===== config.mk =====
export PLATFORM = sky130hd
export DESIGN_NAME = phy_tport_target
export DESIGN_NICKNAME = d
export VERILOG_FILES = /design/src/rtl/phy_tport_pkg.sv /design/src/rtl/phy_tport_sync.sv /design/src/rtl/phy_tport_phase.sv /design/src/rtl/phy_tport_bank.sv /design/src/rtl/phy_tport_target.sv
export SDC_FILE = /design/constraint.sdc
export NUM_CORES = 1
export LEC_CHECK = 0
export BUFFER_PORTS_ARGS = -buffer_cell sky130_fd_sc_hd__buf_2
export CAP_MARGIN = 30
export CORE_ASPECT_RATIO = 2
export CORE_MARGIN = 2
export CORE_UTILIZATION = 46
export DETAILED_ROUTE_END_ITERATION = 8
export PLACE_DENSITY = 0.7
export SLEW_MARGIN = 20
export SYNTH_ARGS = -nofsm -noshare
export SYNTH_HDL_FRONTEND = slang
export SYNTH_SLANG_ARGS = --single-unit

===== constraint.sdc =====
create_clock -name clk -period 6.8 [get_ports clk]
set_input_delay 1.36 -clock clk [delete_from_list [all_inputs] [get_ports clk]]
set_output_delay 1.36 -clock clk [all_outputs]
set_load 0.1 [all_outputs]

===== src/rtl/phy_tport_pkg.sv =====
package phy_tport_pkg;

  localparam int CLK_REGS    = 5;
  localparam int LANE_REGS   = 7;
  localparam int LANE_STRIDE = 8;
  localparam int PLL_REGS    = 6;
  localparam int LANE_BASE   = 8;
  localparam int PLL_BASE    = 48;

  typedef struct packed {
    logic       hit;
    logic [7:0] idx;
  } tp_slot_t;

  // Map a test-port index onto a flat bank slot.
  function automatic tp_slot_t tp_decode(input logic [7:0] a, input int lanes);
    tp_slot_t s;
    int ai;
    int off;
    ai    = int'(a);
    s.hit = 1'b0;
    s.idx = '0;
    if (ai < CLK_REGS) begin
      s.hit = 1'b1;
      s.idx = a;
    end else if (ai >= LANE_BASE && ai < LANE_BASE + LANE_STRIDE * lanes) begin
      off = ai - LANE_BASE;
      if ((off % LANE_STRIDE) < LANE_REGS) begin
        s.hit = 1'b1;
        s.idx = 8'(CLK_REGS + (off / LANE_STRIDE) * LANE_REGS + (off % LANE_STRIDE));
      end
    end else if (ai >= PLL_BASE && ai < PLL_BASE + PLL_REGS) begin
      s.hit = 1'b1;
      s.idx = 8'(CLK_REGS + LANE_REGS * lanes + (ai - PLL_BASE));
    end
    return s;
  endfunction

endpackage


===== src/rtl/phy_tport_sync.sv =====
module phy_tport_sync #(
  parameter int W      = 2,
  parameter int STAGES = 2
) (
  input  logic         clk,
  input  logic         rst_n,
  input  logic [W-1:0] async_in,
  output logic [W-1:0] rise
);

  logic [W-1:0] stg_q [STAGES];
  logic [W-1:0] prev_q;

  always_ff @(posedge clk or negedge rst_n) begin
    if (!rst_n) begin
      for (int s = 0; s < STAGES; s++) stg_q[s] <= '0;
      prev_q <= '0;
    end else begin
      stg_q[0] <= async_in;
      for (int s = 1; s < STAGES; s++) stg_q[s] <= stg_q[s-1];
      prev_q <= stg_q[STAGES-1];
    end
  end

  assign rise = stg_q[STAGES-1] & ~prev_q;

  // an edge pulse never lasts two cycles on the same bit
  p_single_edge_r4: assert property (@(posedge clk) disable iff (!rst_n)
    (rise != '0) |=> ((rise & $past(rise)) == '0));

endmodule


===== src/rtl/phy_tport_phase.sv =====
module phy_tport_phase
  import phy_tport_pkg::*;
#(
  parameter int LANES = 4
) (
  input  logic       clk,
  input  logic       rst_n,
  input  logic       cmd_rise,
  input  logic       clr_rise,
  input  logic       sel_flag,
  input  logic [7:0] payload,
  output logic       wr_en,
  output logic [7:0] wr_idx,
  output logic [7:0] wr_data
);

  logic [7:0] addr_q;
  tp_slot_t   slot;

  always_ff @(posedge clk or negedge rst_n) begin
    if (!rst_n)                   addr_q <= '0;
    else if (cmd_rise && sel_flag) addr_q <= payload;
  end

  always_comb begin
    slot    = tp_decode(addr_q, LANES);
    wr_en   = cmd_rise && !sel_flag && !clr_rise && slot.hit;
    wr_idx  = slot.idx;
    wr_data = payload;
  end

  // the stored index only moves on an index phase
  p_addr_hold_r2: assert property (@(posedge clk) disable iff (!rst_n)
    !(cmd_rise && sel_flag) |=> $stable(addr_q));

endmodule


===== src/rtl/phy_tport_bank.sv =====
module phy_tport_bank #(
  parameter int NREG = 39
) (
  input  logic            clk,
  input  logic            rst_n,
  input  logic            clr,
  input  logic            wr_en,
  input  logic [7:0]      wr_idx,
  input  logic [7:0]      wr_data,
  output logic [NREG*8-1:0] bank_q
);

  for (genvar g = 0; g < NREG; g++) begin : g_reg
    always_ff @(posedge clk or negedge rst_n) begin
      if (!rst_n)                           bank_q[g*8 +: 8] <= '0;
      else if (clr)                         bank_q[g*8 +: 8] <= '0;
      else if (wr_en && wr_idx == 8'(g))    bank_q[g*8 +: 8] <= wr_data;
    end
  end

  // without a write or clear nothing changes
  p_quiet_r3: assert property (@(posedge clk) disable iff (!rst_n)
    (!wr_en && !clr) |=> $stable(bank_q));

  // a clear empties the bank the next cycle
  p_clear_r8: assert property (@(posedge clk) disable iff (!rst_n)
    clr |=> (bank_q == '0));

endmodule


===== src/rtl/phy_tport_target.sv =====
module phy_tport_target
  import phy_tport_pkg::*;
#(
  parameter int LANES       = 4,
  parameter int SYNC_STAGES = 2,
  localparam int NREG       = CLK_REGS + LANE_REGS * LANES + PLL_REGS,
  localparam int DL_W       = LANE_REGS * LANES * 8
) (
  input  logic            clk,
  input  logic            rst_n,
  input  logic [16:0]     tp_ctl,
  input  logic [1:0]      tp_strobe,
  output logic [CLK_REGS*8-1:0] clk_lane_cfg,
  output logic [DL_W-1:0] data_lane_cfg,
  output logic [PLL_REGS*8-1:0] pll_cfg,
  output logic            pll_div5_en,
  output logic            pll_div1_en,
  output logic [2:0]      pll_fb_sel,
  output logic            pll_bw_en,
  output logic            pll_prediv_bypass,
  output logic [6:0]      pll_prescale
);

  logic [1:0]        rise;
  logic              wr_en;
  logic [7:0]        wr_idx;
  logic [7:0]        wr_data;
  logic [NREG*8-1:0] bank_q;
  logic              unused_mid;

  assign unused_mid = ^tp_ctl[15:8];

  phy_tport_sync #(.W(2), .STAGES(SYNC_STAGES)) u_sync (
    .clk      (clk),
    .rst_n    (rst_n),
    .async_in (tp_strobe),
    .rise     (rise)
  );

  phy_tport_phase #(.LANES(LANES)) u_phase (
    .clk      (clk),
    .rst_n    (rst_n),
    .cmd_rise (rise[1]),
    .clr_rise (rise[0]),
    .sel_flag (tp_ctl[16]),
    .payload  (tp_ctl[7:0]),
    .wr_en    (wr_en),
    .wr_idx   (wr_idx),
    .wr_data  (wr_data)
  );

  phy_tport_bank #(.NREG(NREG)) u_bank (
    .clk     (clk),
    .rst_n   (rst_n),
    .clr     (rise[0]),
    .wr_en   (wr_en),
    .wr_idx  (wr_idx),
    .wr_data (wr_data),
    .bank_q  (bank_q)
  );

  assign clk_lane_cfg  = bank_q[0 +: CLK_REGS*8];
  assign data_lane_cfg = bank_q[CLK_REGS*8 +: DL_W];
  assign pll_cfg       = bank_q[CLK_REGS*8 + DL_W +: PLL_REGS*8];

  // PLL byte 1: divider flags, feedback field, bandwidth enable
  assign pll_div5_en       = pll_cfg[8+5];
  assign pll_div1_en       = pll_cfg[8+4];
  assign pll_fb_sel        = pll_cfg[8+1 +: 3];
  assign pll_bw_en         = pll_cfg[8+0];
  // PLL byte 4: pre-divider bypass above prescaler
  assign pll_prediv_bypass = pll_cfg[32+7];
  assign pll_prescale      = pll_cfg[32 +: 7];

  // an index phase never touches the bank
  p_index_only_r2: assert property (@(posedge clk) disable iff (!rst_n)
    (rise[1] && tp_ctl[16] && !rise[0]) |=> $stable(bank_q));

endmodule


==> results by group <==
Status
  • Status: finished clean

Clocking
  • CTS max path bufs: 3
  • Skew-Pair Late Insertion Delay: 0.57 ns
  • # Post-CTS Setup Buffers: 0
  • Post-CTS sizing: 0
  • Num Clock Sinks: 326
  • CTS Buf Count: 28
  • CTS Hold Buffers Added: 0
  • H-tree levels: 1
  • CTS root buf: clkbuf_16
  • Clk slew on worst S/H paths: 0.07 ns
  • CTS tree: yes

Synthesis
  • Synth top area cells: dfrtp_1 53%, mux2i_1 20%, nand2_1 8.0%
  • Async set-or-reset flop fraction in the synthesized netlist: 100.0%
  • Syn nets: 1367
  • Syn. warnings: 0
  • Seq/Total Area, Yosys: 52.64%
  • Synthesized area: 15500 sq um
  • Syn Inst Count: 1311
  • Number of flops mapped to enable cells by yosys: 0
  • Distinct cells, synth: 70
  • Primary FF master, synth: dfrtp_1
  • Synthesized area per cell: 11.82 sq um
  • Number of synthesized register bits: 326
  • Post-synth top area cell: dfrtp_1
  • Top cell type's share of synthesized area: 52.64%

Place
  • Port-buffer cells: 338
  • Hpwl dp: 30860 um
  • Placer Congestion: 0.8619
  • Cells after DPL: 2047

Floorplan
  • DIE AREA: 35260 sq um
  • I/O pins: 347
  • Core area: 33400 sq um
  • Initial Util: 46.39%
  • Die height: 263.6 um
  • Row cnt: 95
  • Chip width: 133.8 um

Setup path
  • Worst EP required: 7.27 ns
  • Critical Path Sink Type: register
  • Critical Path Source Type: register
  • Max Fanout on Critical Path: 16
  • Crit Path Class: reg -> reg
  • CP arrival: 6.71 ns

Pwr
  • VDD IR max: 0.5913 mV
  • Power per cell area: 314.8 nW/um^2
  • Leakage: 11.06 nW

STA
  • Clk_skew: 0.008599 ns
  • Period utilization: 91.65%
  • Fmax: 160.5 MHz
  • Relative slew slack: 32.96%
  • Total negative setup slack: 0 ns
  • Fin. max-slew vios: 0
  • RSZ-0062 raised after global routing: no
  • Final setup vio count: 0
  • Worst-Margin Slew: 0.9971 ns
  • Minimum clock period: 6.232 ns
  • Count of final hold-check violations: 0

Global routing
  • Global-route wire length before repair: 68270 um
  • M1 GR Usage: 27.27%
  • GR peak layer: met2
  • Largest net degree at the start of global routing: 189
  • Met3 Use GR: 3.177%
  • Vias in the first global route: 11650
  • Gr usage total: 25.14%
  • Grt ovf: 0
  • Met2 GRT Util: 46.67%
  • Initial antenna violation count: 4

Final layout
  • FF/Latch Area: 8158 sq um
  • Area growth syn-to-layout: 23.03%
  • Multi-input gate area: 6828 sq um
  • Fillers: 2910
  • Fin nets: 1700
  • Final std cells w/o fill: 2103
  • Core Util, Final: 57.08%
  • Layout cell share with drive strength beyond 1: 32.09%
  • Most common cell after layout, fill and taps aside: buf_2
  • Most frequent cells in the layout: 337 x buf_2, 326 x dfrtp_1, 323 x nand2_1

Route
  • Vias post-DR: 11200
  • WL per Instance: 21.26 um
  • Vias/cell: 5.326
  • Drt first pass iters: 4
  • 1st-iter DRT viols: 535
  • Total Wirelength: 44700 um
  • Antenna-violating nets left: 0
  • Post-route DRC: 0

Worst hold path
  • Hold WC Path Type: reg -> reg

Run
  • Number of max-cap violations: 0
where the power goes:
part	switching [mW]	total, mW	internal [mW]
combinational	1.61	2.34	0.729
sequential	0.0310	2.00	1.97
clock	0.737	1.66	0.924
final cells by class:
type	count	share of cell area, %
Antenna cell	3	0.03938
Clock buffer	41	4.358
Clock inverter	9	0.5841
Inverter	29	0.5710
Multi-Input combinational cell	858	35.81
Sequential cell	326	42.79
Tap cell	436	2.861
Timing Repair Buffer	401	12.98
metrics by stage:
step                cell area [sq um]  hold WS [ns]  total power [mW]  worst slack [ns]
finish                          19060        0.3554             6.002            0.5681
global placement                17960        0.3370             4.285            0.5370
floorplan                       15500        0.3312             3.824            0.8302
CTS                             18970        0.3551             6.029            0.3728
detailed placement              18030        0.3393             4.342            0.4131
global route                    19060        0.3583             6.296           0.03801
path summary, 6_finish.rpt:
check                           cells past startpoint               from  slack, ns                  to
worst max-delay path                               24  u_phase.addr_q[1]       0.57  u_bank.bank_q[270]
worst min-delay path                                0    u_sync.stg_q[2]       0.36     u_sync.stg_q[0]
worst max register to register                     24  u_phase.addr_q[1]       0.57  u_bank.bank_q[270]
worst min register to register                      0    u_sync.stg_q[2]       0.36     u_sync.stg_q[0]
max in group asynchronous                           2              rst_n       4.61  u_bank.bank_q[232]
min in group asynchronous                           1              rst_n       0.86  u_bank.bank_q[133]
worst max-delay path, stage by stage, from the launching register on:
cell      delay (ns)
dfrtp_1         0.49
inv_1           0.13
ha_1            0.20
nor2b_1         0.13
nor2_1          0.15
ha_1            0.20
nand2b_1        0.11
nor3_1          0.15
a21oi_1         0.06
o21ai_0         0.36
xor2_1          0.34
ha_1            0.30
inv_1           0.08
fa_1            0.45
fa_1            0.62
inv_1           0.06
ha_1            0.28
nand3_1         0.06
nand2_1         0.08
a21o_1          0.19
a21oi_1         0.18
xor3_2          0.61
buf_12          0.22
o211ai_4        0.41
mux2i_1         0.27
routing by layer:
layer / up-vias / part of all wire (%)
li1: 5115 / -
met1: 5655 / 36
met2: 312 / 55
met3: 116 / 3.7
met4: 2 / 6.0
met5: - / 0.034
registers in the layout (all words and copies together) (netlist names):
register,cells
u_sync.stg_q,4
u_bank.bank_q,312
u_sync.prev_q,2
u_phase.addr_q,8
cells in the mapped netlist, types with 5 or more instances:
| master | number |
|---|---|
| mux2_2 | 9 |
| o21ai_0 | 6 |
| nor2b_1 | 5 |
| o211ai_2 | 10 |
| fa_1 | 11 |
| a21oi_1 | 7 |
| nand2_1 | 332 |
| buf_4 | 15 |
| buf_2 | 10 |
| inv_1 | 28 |
| xor2_1 | 5 |
| o211ai_4 | 10 |
| nor2_1 | 11 |
| mux2i_1 | 312 |
| dfrtp_1 | 326 |
| clkbuf_1 | 69 |
| nor3_1 | 10 |
| a2111oi_4 | 6 |
| o2111ai_2 | 9 |
| nor4_4 | 6 |
| xnor2_1 | 10 |
| ha_1 | 24 |
logic make-up (layout without fill, tap and decap cells):
kind of cell / Yosys count / after routing / share of synthesized area, %
compound gates: 84 / 84 / 6.782
xor+xnor: 17 / 17 / 1.146
fa+ha+maj: 35 / 35 / 3.359
buf+inv: 127 / 480 / 3.569
flops: 326 / 326 / 52.64
mux: 321 / 321 / 20.81
other cells: 0 / 3 / 0
simple gates: 401 / 401 / 11.69
No activity file was read; power rests on OpenSTA's default activity.
